===== src/rtl/txq_pkg.sv =====
package txq_pkg;
  typedef enum logic [1:0] {
    TXQ_PHASE   = 2'b00,
    TXQ_BYPASS  = 2'b01,
    TXQ_ELASTIC = 2'b10,
    TXQ_ELAST_B = 2'b11
  } txq_mode_e;
endpackage


===== src/rtl/txq_ptr_ctrl.sv =====
module txq_ptr_ctrl #(
  parameter int DEPTH     = 16,
  parameter int PFULL_THR = 12,
  localparam int ADDR_W   = $clog2(DEPTH),
  localparam int CNT_W    = ADDR_W + 1
) (
  input  logic              clk,
  input  logic              rst,
  input  logic              dbl,
  input  logic              wr_req,
  input  logic              rd_req,
  output logic              wr_ok,
  output logic              rd_ok,
  output logic [ADDR_W-1:0] wr_addr,
  output logic [ADDR_W-1:0] rd_addr,
  output logic              rd_half,
  output logic              empty,
  output logic              full,
  output logic              pfull,
  output logic              ovf,
  output logic              udf
);
  logic [CNT_W-1:0] wptr, rptr, count;
  logic             pop;

  assign count   = wptr - rptr;
  assign empty   = (count == '0);
  assign full    = (count == CNT_W'(DEPTH));
  assign pfull   = (count >= CNT_W'(PFULL_THR));
  assign wr_ok   = wr_req && !full;
  assign rd_ok   = rd_req && !empty;
  assign pop     = rd_ok && (!dbl || rd_half);
  assign wr_addr = wptr[ADDR_W-1:0];
  assign rd_addr = rptr[ADDR_W-1:0];

  always_ff @(posedge clk) begin
    if (rst) begin
      wptr    <= '0;
      rptr    <= '0;
      rd_half <= 1'b0;
      ovf     <= 1'b0;
      udf     <= 1'b0;
    end else begin
      if (wr_ok) wptr <= wptr + 1'b1;
      if (pop)   rptr <= rptr + 1'b1;
      if (rd_ok) rd_half <= dbl ? !rd_half : 1'b0;
      if (wr_req && full)  ovf <= 1'b1;
      if (rd_req && empty) udf <= 1'b1;
    end
  end

  // the two end flags never coincide, and the count never passes the depth
  assert_flag_excl_R6: assert property (@(posedge clk) disable iff (rst)
    !(full && empty) && (count <= CNT_W'(DEPTH)));
  // without a read, a full buffer stays full (a blocked write cannot spill)
  assert_no_overflow_R6: assert property (@(posedge clk) disable iff (rst)
    full && !rd_ok |=> full);
  // the overflow flag is sticky
  assert_ovf_sticky_R6: assert property (@(posedge clk) disable iff (rst)
    ovf |=> ovf);
  // without a write, an empty buffer stays empty
  assert_no_underflow_R7: assert property (@(posedge clk) disable iff (rst)
    empty && !wr_ok |=> empty);
  // the underflow flag is sticky
  assert_udf_sticky_R7: assert property (@(posedge clk) disable iff (rst)
    udf |=> udf);
  // the threshold lies below the depth, so full implies partially full
  assert_pfull_when_full_R8: assert property (@(posedge clk) disable iff (rst)
    full |-> pfull);
  // without double width the half select never leaves the lower word
  assert_half_single_R9: assert property (@(posedge clk) disable iff (rst)
    !dbl |=> !rd_half);
endmodule


===== src/rtl/txq_store.sv =====
module txq_store #(
  parameter int WORD_W  = 66,
  parameter int DEPTH   = 16,
  localparam int ADDR_W = $clog2(DEPTH),
  localparam int ENT_W  = 2 * WORD_W
) (
  input  logic              clk,
  input  logic              we,
  input  logic [ADDR_W-1:0] waddr,
  input  logic [ENT_W-1:0]  wdata,
  input  logic [ADDR_W-1:0] raddr,
  input  logic              rhalf,
  output logic [WORD_W-1:0] rword
);
  logic [ENT_W-1:0] mem [DEPTH];
  logic [ENT_W-1:0] ent;

  always_ff @(posedge clk) begin
    if (we) mem[waddr] <= wdata;
  end

  assign ent   = mem[raddr];
  assign rword = rhalf ? ent[ENT_W-1:WORD_W] : ent[WORD_W-1:0];
endmodule


===== src/rtl/txq_out_stage.sv =====
module txq_out_stage #(
  parameter int DATA_W = 64,
  parameter int CTRL_W = 2
) (
  input  logic              clk,
  input  logic              rst,
  input  logic              bypass,
  input  logic [DATA_W-1:0] byp_data,
  input  logic [CTRL_W-1:0] byp_ctrl,
  input  logic              byp_valid,
  input  logic              rd_ok,
  input  logic [DATA_W-1:0] mem_data,
  input  logic [CTRL_W-1:0] mem_ctrl,
  output logic [DATA_W-1:0] data_q,
  output logic [CTRL_W-1:0] ctrl_q,
  output logic              valid_q
);
  always_ff @(posedge clk) begin
    if (rst) begin
      data_q  <= '0;
      ctrl_q  <= '0;
      valid_q <= 1'b0;
    end else if (bypass) begin
      data_q  <= byp_data;
      ctrl_q  <= byp_ctrl;
      valid_q <= byp_valid;
    end else begin
      valid_q <= rd_ok;
      if (rd_ok) begin
        data_q <= mem_data;
        ctrl_q <= mem_ctrl;
      end
    end
  end

  // with no accepted read, buffered modes hold the last word and drop valid
  assert_hold_when_idle_R7: assert property (@(posedge clk) disable iff (rst)
    !bypass && !rd_ok |=> !valid_q && $stable(data_q) && $stable(ctrl_q));
  // in bypass the write word appears one cycle later
  assert_bypass_latency_R5: assert property (@(posedge clk) disable iff (rst)
    bypass |=> (data_q == $past(byp_data)) && (valid_q == $past(byp_valid)));
endmodule


===== src/rtl/txq_multimode_fifo.sv =====
module txq_multimode_fifo
  import txq_pkg::*;
#(
  parameter int DATA_W    = 64,
  parameter int CTRL_W    = 2,
  parameter int DEPTH     = 16,
  parameter int PFULL_THR = 12,
  localparam int WORD_W   = DATA_W + CTRL_W,
  localparam int ADDR_W   = $clog2(DEPTH),
  localparam int LANES    = 2
) (
  input  logic                     clk,
  input  logic                     rst,
  input  logic [1:0]               mode_i,
  input  logic                     dbl_i,
  input  logic [LANES*DATA_W-1:0]  wr_data_i,
  input  logic [LANES*CTRL_W-1:0]  wr_ctrl_i,
  input  logic                     wr_valid_i,
  input  logic                     rd_en_i,
  output logic [DATA_W-1:0]        rd_data_o,
  output logic [CTRL_W-1:0]        rd_ctrl_o,
  output logic                     rd_valid_o,
  output logic                     empty_o,
  output logic                     full_o,
  output logic                     pfull_o,
  output logic                     ovf_o,
  output logic                     udf_o
);
  txq_mode_e mode;
  logic bypass, wr_req, rd_req, wr_ok, rd_ok, rd_half;
  logic [ADDR_W-1:0]       wr_addr, rd_addr;
  logic [LANES*WORD_W-1:0] wr_entry;
  logic [WORD_W-1:0]       rd_word;

  assign mode   = txq_mode_e'(mode_i);
  assign bypass = (mode == TXQ_BYPASS);
  assign wr_req = !bypass && ((mode == TXQ_PHASE) || wr_valid_i);
  assign rd_req = !bypass && rd_en_i;

  // Each lane pairs a data word with its own control field
  for (genvar g = 0; g < LANES; g++) begin : g_lane
    assign wr_entry[g*WORD_W +: WORD_W] =
      {wr_ctrl_i[g*CTRL_W +: CTRL_W], wr_data_i[g*DATA_W +: DATA_W]};
  end

  txq_ptr_ctrl #(.DEPTH(DEPTH), .PFULL_THR(PFULL_THR)) u_ptr (
    .clk(clk), .rst(rst), .dbl(dbl_i), .wr_req(wr_req), .rd_req(rd_req),
    .wr_ok(wr_ok), .rd_ok(rd_ok), .wr_addr(wr_addr), .rd_addr(rd_addr),
    .rd_half(rd_half), .empty(empty_o), .full(full_o), .pfull(pfull_o),
    .ovf(ovf_o), .udf(udf_o)
  );

  txq_store #(.WORD_W(WORD_W), .DEPTH(DEPTH)) u_store (
    .clk(clk), .we(wr_ok), .waddr(wr_addr), .wdata(wr_entry),
    .raddr(rd_addr), .rhalf(rd_half), .rword(rd_word)
  );

  txq_out_stage #(.DATA_W(DATA_W), .CTRL_W(CTRL_W)) u_out (
    .clk(clk), .rst(rst), .bypass(bypass),
    .byp_data(wr_data_i[DATA_W-1:0]), .byp_ctrl(wr_ctrl_i[CTRL_W-1:0]),
    .byp_valid(wr_valid_i), .rd_ok(rd_ok),
    .mem_data(rd_word[DATA_W-1:0]), .mem_ctrl(rd_word[WORD_W-1:DATA_W]),
    .data_q(rd_data_o), .ctrl_q(rd_ctrl_o), .valid_q(rd_valid_o)
  );

  // bypass never touches the buffer, so its flags sit at rest
  assert_bypass_flags_R5: assert property (@(posedge clk) disable iff (rst)
    bypass |-> empty_o && !full_o && !pfull_o);
  // read data is only reported as valid after an accepted read
  assert_valid_after_read_R4: assert property (@(posedge clk) disable iff (rst)
    !bypass && rd_valid_o |-> $past(rd_en_i) && !$past(empty_o));
endmodule


===== config.mk =====
export PLATFORM = sky130hd
export DESIGN_NAME = txq_multimode_fifo
export DESIGN_NICKNAME = d
export VERILOG_FILES = /design/src/rtl/txq_pkg.sv /design/src/rtl/txq_ptr_ctrl.sv /design/src/rtl/txq_store.sv /design/src/rtl/txq_out_stage.sv /design/src/rtl/txq_multimode_fifo.sv
export SDC_FILE = /design/constraint.sdc
export NUM_CORES = 2
export LEC_CHECK = 0
export ABC_CLOCK_PERIOD_IN_PS = 6430
export BUFFER_PORTS_ARGS = -buffer_cell sky130_fd_sc_hd__buf_2
export CAP_MARGIN = 0
export CORE_ASPECT_RATIO = 2
export CORE_UTILIZATION = 45
export CTS_CLUSTER_DIAMETER = 30
export DETAILED_ROUTE_END_ITERATION = 8
export SYNTH_ARGS = -nofsm -noshare
export SYNTH_HDL_FRONTEND = slang
export SYNTH_SLANG_ARGS = --single-unit

===== constraint.sdc =====
create_clock -name clk -period 6.43 [get_ports clk]
set_input_delay 0.643 -clock clk [delete_from_list [all_inputs] [get_ports clk]]
set_output_delay 0.643 -clock clk [all_outputs]
set_load 0.01 [all_outputs]

**Word level (Yosys, flattened, before mapping)**

Memories as Yosys holds them, arrays and structs flattened. A register that Yosys moved wholly into a read port is not among the register bits.
Index checks and enable logic that the tools add are counted.

- Bits in writable memories: 2112
- Logic and storage cells: 43
- Output and inout port bits: 72
- Input bits: 139
- Register bits: 80
- Bits in read-only memories: 0
- Memories: 1
- Latch bits: 0

- Multiply operators: 0
- $lt $le $gt $ge: 1
- Shift operators: 0
- Equal/unequal tests: 2
- Bitwise operators: 0
- Reduce and logical (&&, ||, !) cells: 17
- Div/mod/pow operators: 0
- Multiplexer cells: 11
- Add/subtract/negate cells: 3

Memory list:

| memory | depth | width | read ports | clocked after memory_dff | wr ports | RTL line | text |
|---|---|---|---|---|---|---|---|
| u_store.mem | 16 | 132 | 1 | 1 | 1 | txq_store.sv:15 | `logic [ENT_W-1:0] mem [DEPTH];` |

Operators by type and width:

| cell | count |
|---|---|
| two-way mux 64 bit | 2 |
| two-way mux 66 bit | 1 |
| adder 5 x 1 -> 5 bit, second input constant | 2 |
| two-way mux 4 bit | 2 |
| logical AND 1 bit | 7 |
| equality test 5 bit, second input constant | 1 |
| >= comparator 5 x 4 -> 1 bit, second input constant | 1 |
| zero test 1 bit | 5 |
| zero test 5 bit | 1 |
| subtractor 5 bit | 1 |
| two-way mux 1 bit | 4 |
| two-way mux 2 bit | 2 |
| equality test 2 x 1 -> 1 bit, second input constant | 1 |
| zero test 2 bit | 1 |
| logical OR 1 bit | 2 |
| nonzero test 2 bit | 1 |

**Depth between registers and ports, before layout**

- Depth in word-level cells: 7
- Depth in mapped cells: 10
- Mapped depth without buffers: 8

**Modules after synthesis**

From an unflattened synthesis, not the netlist that was laid out.

- Cells, all modules: 4214
- Area, all modules: 84365.9 um2

Modules (own cells, without submodules):

| module | cells an instance | times used | sequential area each (um2) | area each (um2) |
|---|---|---|---|---|
| txq_store | 3805 | 1 | 63420.8 | 80290.8 |
| txq_out_stage | 297 | 1 | 1341.3 | 3115.5 |
| txq_ptr_ctrl | 108 | 1 | 260.2 | 924.6 |
| txq_multimode_fifo | 4 | 1 | 0.0 | 35.0 |

**Least setup slack after synthesis**

No wires, ideal clock.

- Path kind: flip-flop to flip-flop
- Start point: reg u_ptr.rptr[2]
- End point: mem u_store.mem[11][0] (netlist bit), enable pin
- Period minus slack after synthesis: 5.550 ns
- Buffers on the path: 1
- Stages on the path, launching flop included: 10
- Data arrival time: 5.042 ns
- Setup time: 0.508 ns
- Data required time: 5.922 ns
- Path slack: 0.880 ns
- Cells stage by stage: dfxtp_1 -> inv_1 -> ha_1 -> and3b_1 -> o211a_1 -> o211ai_2 -> inv_2 -> nor2_1 -> clkbuf_2 -> and3_1

- Word-level cells in the longest chain between the ends: 6

Ends and longest elaborated chain:

| element | RTL line | text |
|---|---|---|
| start, declared | txq_ptr_ctrl.sv:23 | `logic [CNT_W-1:0] wptr, rptr, count;` |
| start signal, assigned | txq_ptr_ctrl.sv:45 | `if (pop) rptr <= rptr + 1'b1;` |
| subtractor 5 bit | txq_ptr_ctrl.sv:26 | `assign count = wptr - rptr;` |
| equality test 5 bit | txq_ptr_ctrl.sv:28 | `assign full = (count == CNT_W'(DEPTH));` |
| named net full_o | txq_multimode_fifo.sv:24 | `output logic full_o,` |
| zero test 1 bit | txq_ptr_ctrl.sv:30 | `assign wr_ok = wr_req && !full;` |
| logical AND 1 bit | txq_ptr_ctrl.sv:30 |  |
| two-way mux 1 bit | txq_store.sv:19 | `if (we) mem[waddr] <= wdata;` |
| two-way mux 1 bit (not written as such) | txq_store.sv:19 |  |
| end, declared | txq_store.sv:15 |  |

The timed path passes the listed nets, and every way through them passes these cells.

**Worst setup path in the final report**

- Start point: reg u_ptr.rptr[2]
- End point: mem u_store.mem[3][24] (netlist bit), enable pin

- Word-level cells in the longest chain between the ends: 6

Ends and longest elaborated chain:

| element | RTL line |
|---|---|
| subtractor 5 bit | txq_ptr_ctrl.sv:26 |
| equality test 5 bit | txq_ptr_ctrl.sv:28 |
| zero test 1 bit | txq_ptr_ctrl.sv:30 |
| logical AND 1 bit | txq_ptr_ctrl.sv:30 |
| two-way mux 1 bit | txq_store.sv:19 |
| two-way mux 1 bit (not written as such) | txq_store.sv:19 |

No other way between the ends.

==> summary.md <==
| Metric | Value |
|---|---|
| Pwr Total | 31.61 mW |
| Period utilization | 69.66% |
| Critical path fanouts, max | 47 |
| Placed Area | 88550 sq um |
| Dpl hpwl | 125100 um |
| Status | finished, final reports clean |
| Post-synthesis sequential area ratio | 77.33% |
| Crit. End Element | register |
| Number of enable flip-flop cells after synthesis | 2112 |
| Pins over their slew limit | 0 |
| Seq pwr share | 50.6% |
| Average routed wire per standard cell | 32.26 um |
| FF-to-FF setup slack | 1.95 ns |
| Longest Clk Path Bufs | 4 |
| Die Wd | 307.9 um |
| RSZ-0062 raised after global routing | false |
| Setup violators final | 0 |
| Number of global-route vias before repair | 42428 |
| Multi-input combinational cell area | 18120 sq um |
| Distinct cells, synth | 58 |
| Net Sw Frac | 22.79% |
| Worst Path Buf+Inv | 3 |
| Post-Synthesis Cells | 3720 |
| Total negative slack | 0 ns |
| GRT Overall Usage | 23.15% |
| TritonCTS sink count | 2196 |
| Worst-Skew Late Latency | 0.84 ns |
| H-tree depth | 4 |
| CP top delay family | simple AND/OR/NAND/NOR gates |
| Area grow syn2layout | 14.60% |
| Pwr/cell area | 327.6 nW/um^2 |
| GRT overflow | 0 |
| Die area | 188900 sq um |
| Syn_nets | 3868 |
| Post-CTS Resized | 0 |
| Post-Route WL | 217100 um |
| Reg2reg path depth | 9 |
| Final Instance Area | 96480 sq um |
| Commonest non-fill, non-tap cell in the layout | edfxtp_1 |
| Fillers | 14554 |
| Total of max-cap violations | 0 |
| Largest net degree at the start of global routing | 96 |
| Max Clk Rate | 223.3 MHz |
| Starting Density | 45.24% |
| Post-synth top flop | edfxtp_1 |
| CTS Hold Buffers Added | 0 |
| DP Cell Count | 6288 |
| GPL Wtd Cong | 0.8166 |
| Core Rows | 224 |
| Die H | 613.7 um |
| Via count | 40188 |
| Non-filler cells, final | 6729 |
| Startpoint of the worst register-to-register path | u_ptr.rptr[2]$_SDFFE_PP0P_ |
| CTS tree | yes |
| Slowest CP cell | and3_4 |
| Hold Crit Depth | 1 |
| Post-Synthesis Cell Area | 84190 sq um |
| Nets@finish | 4184 |
| Drt pass-1 iters | 7 |
| Ratio of cells with drive above 1 in the final layout | 31.66% |
| Number of warnings issued by yosys | 0 |
| Power Internal | 24.40 mW |
| Clk pwr share | 43.4% |
| Root buffer cell | clkbuf_16 |
| Tmin final | 4.479 ns |
| Clk_skew | 0.07049 ns |
| VDD IR-drop max | 0.2513 mV |
| Hold Slack | 0.1764 ns |
| Worst path arrival time | 4.92 ns |
| Worst slew pin tran | 1.286 ns |
| Via-to-Cell Ratio | 5.972 |
| Static leakage | 29.27 nW |
| Hold_sp | wr_data_i[78] |
| Critical R2R Capture | u_store.mem[3][24]$_DFFE_PP_ |
| Setup bufs post-CTS | 0 |
| Reg area | 65120 sq um |
| Num ports | 211 |
| Max incr delay on CP | 1.14 ns |
| Hold Crit Class | input pin to register |
| Total CTS buffers | 232 |
| Req. time, crit path | 6.87 ns |
| Routed Antenna Nets | 0 |
| # DRC | 0 |
| Worst relative slew slack | 14.08% |
| Critical path cell sequence | inv_1 > ha_1 > and3b_1 > o211a_1 > o211ai_2 > inv_2 > nor2_1 > and3_4 > buf_12 |
| Clk slew on worst S/H paths | 0.07 ns |
| Port Buffers | 210 |
| Psw | 7.205 mW |
| Combinational power share | 6.0% |
| Critical Path Stages | 9 |
| First-pass GRT wire length | 310300 um |
| Antenna violations before repair | 33 |
| Hold Path Sink | u_store.mem[4][80]$_DFFE_PP_ |
| Commonest cells after routing, fill and taps aside | edfxtp_1 (2112), mux4_2 (557), clkbuf_16 (235), buf_2 (210), mux2i_1 (170) |
| Ys async rst share | 0% |
| Core Area | 186100 sq um |
| Final hold viol count | 0 |
| Syn Area/Cell | 22.63 sq um |
| Iter 0 DRT Violations | 3626 |
| Crit Path Category | register to register |
| Setup crit start kind | register |
| Synth Register Bits | 2196 |
-- metrics by stage --
stage | util (%) | worst slack (ns)
2_1_floorplan | - | 0.8805
3_3_place_gp | 47.58 | 2.078
3_5_place_dp | 47.58 | 2.000
4_1_cts | 51.83 | 1.956
5_1_grt | 51.83 | 1.754
6_report | 51.85 | 1.951
-- per-layer routing --
metal	wire, um	track usage (%)	vias to the layer above
met2	117400	41.82	1342
li1	-	-	16630
met1	79890	27.90	21804
met4	6363	7.394	30
met3	13280	4.093	382
met5	190	0	-
-- cells in the mapped netlist, types with 9 or more instances --
master     instances  share of area, %
a31oi_1           15              0.11
dfxtp_1           84               2.0
a21oi_1           37              0.22
nand2_1           20             0.089
inv_1             12             0.053
and3_1            16              0.12
nor2_1            48              0.21
buf_4             26              0.23
mux2i_1          170               2.0
buf_2             89              0.53
edfxtp_1        2112                75
buf_1             16             0.071
o22ai_1           86              0.64
o21ai_0           63              0.37
a311oi_1          19              0.20
nand2b_1          13             0.097
mux4_2           557                15
ha_1               9              0.13
nand3_1           62              0.37
o221ai_1          11              0.11
clkbuf_1          87              0.39
mux2_2            44              0.59
o2111ai_1         41              0.43
-- sequential cells by signal, summed over array words and instances, names as in the netlist, named ones only --
signal         cells
u_ptr.rd_half      1
u_out.ctrl_q       2
u_out.valid_q      1
u_ptr.udf          1
u_ptr.wptr         5
u_ptr.rptr         5
u_out.data_q      64
u_ptr.ovf          1
u_store.mem     2112
-- how the worst max path moves through the flow --
stage	start	endpoint	slack, ns
6_report	u_ptr.rptr[2]$_SDFFE_PP0P_	u_store.mem[3][24]$_DFFE_PP_	1.95
5_1_grt	u_ptr.rptr[2]$_SDFFE_PP0P_	u_store.mem[3][24]$_DFFE_PP_	1.75
2_1_floorplan	u_ptr.rptr[2]$_SDFFE_PP0P_	u_store.mem[11][0]$_DFFE_PP_	0.88
3_3_place_gp	u_ptr.rptr[2]$_SDFFE_PP0P_	u_store.mem[13][111]$_DFFE_PP_	2.08
4_1_cts	u_ptr.rptr[2]$_SDFFE_PP0P_	u_store.mem[9][108]$_DFFE_PP_	1.96
3_5_place_dp	u_ptr.rptr[2]$_SDFFE_PP0P_	u_store.mem[3][122]$_DFFE_PP_	2.00
-- layout make-up --
cell class,count,area share [%]
diodes,14,0.03631
clock buffers,254,6.210
clock inverters,173,1.979
inverters,15,0.05965
multi-input cells,1287,18.78
flip-flops and latches,2196,67.49
well taps,2486,3.224
repair buffers,304,2.223
-- cell families after synthesis --
group | count (synthesis) | share of synthesized area [%]
flip-flops | 2196 | 77.33
AND/OR/NAND/NOR | 191 | 1.147
AO/OA/AOI/OAI | 309 | 2.468
multiplexers | 771 | 17.51
buffers and inverters | 237 | 1.326
XOR/XNOR | 7 | 0.08917
adder cells (fa/ha/maj) | 9 | 0.1338
-- power groups by stage --
stage / logic, mW / registers, mW / clock network (mW)
5_1_grt: 2.01 / 16.0 / 14.4
3_3_place_gp: 1.90 / 16.3 / 0
2_1_floorplan: 1.06 / 16.3 / 0
4_1_cts: 1.93 / 16.0 / 13.9
6_report: 1.89 / 16.0 / 13.7
3_5_place_dp: 1.92 / 16.3 / 0
Note: power is estimated with default switching activity, not from simulation.
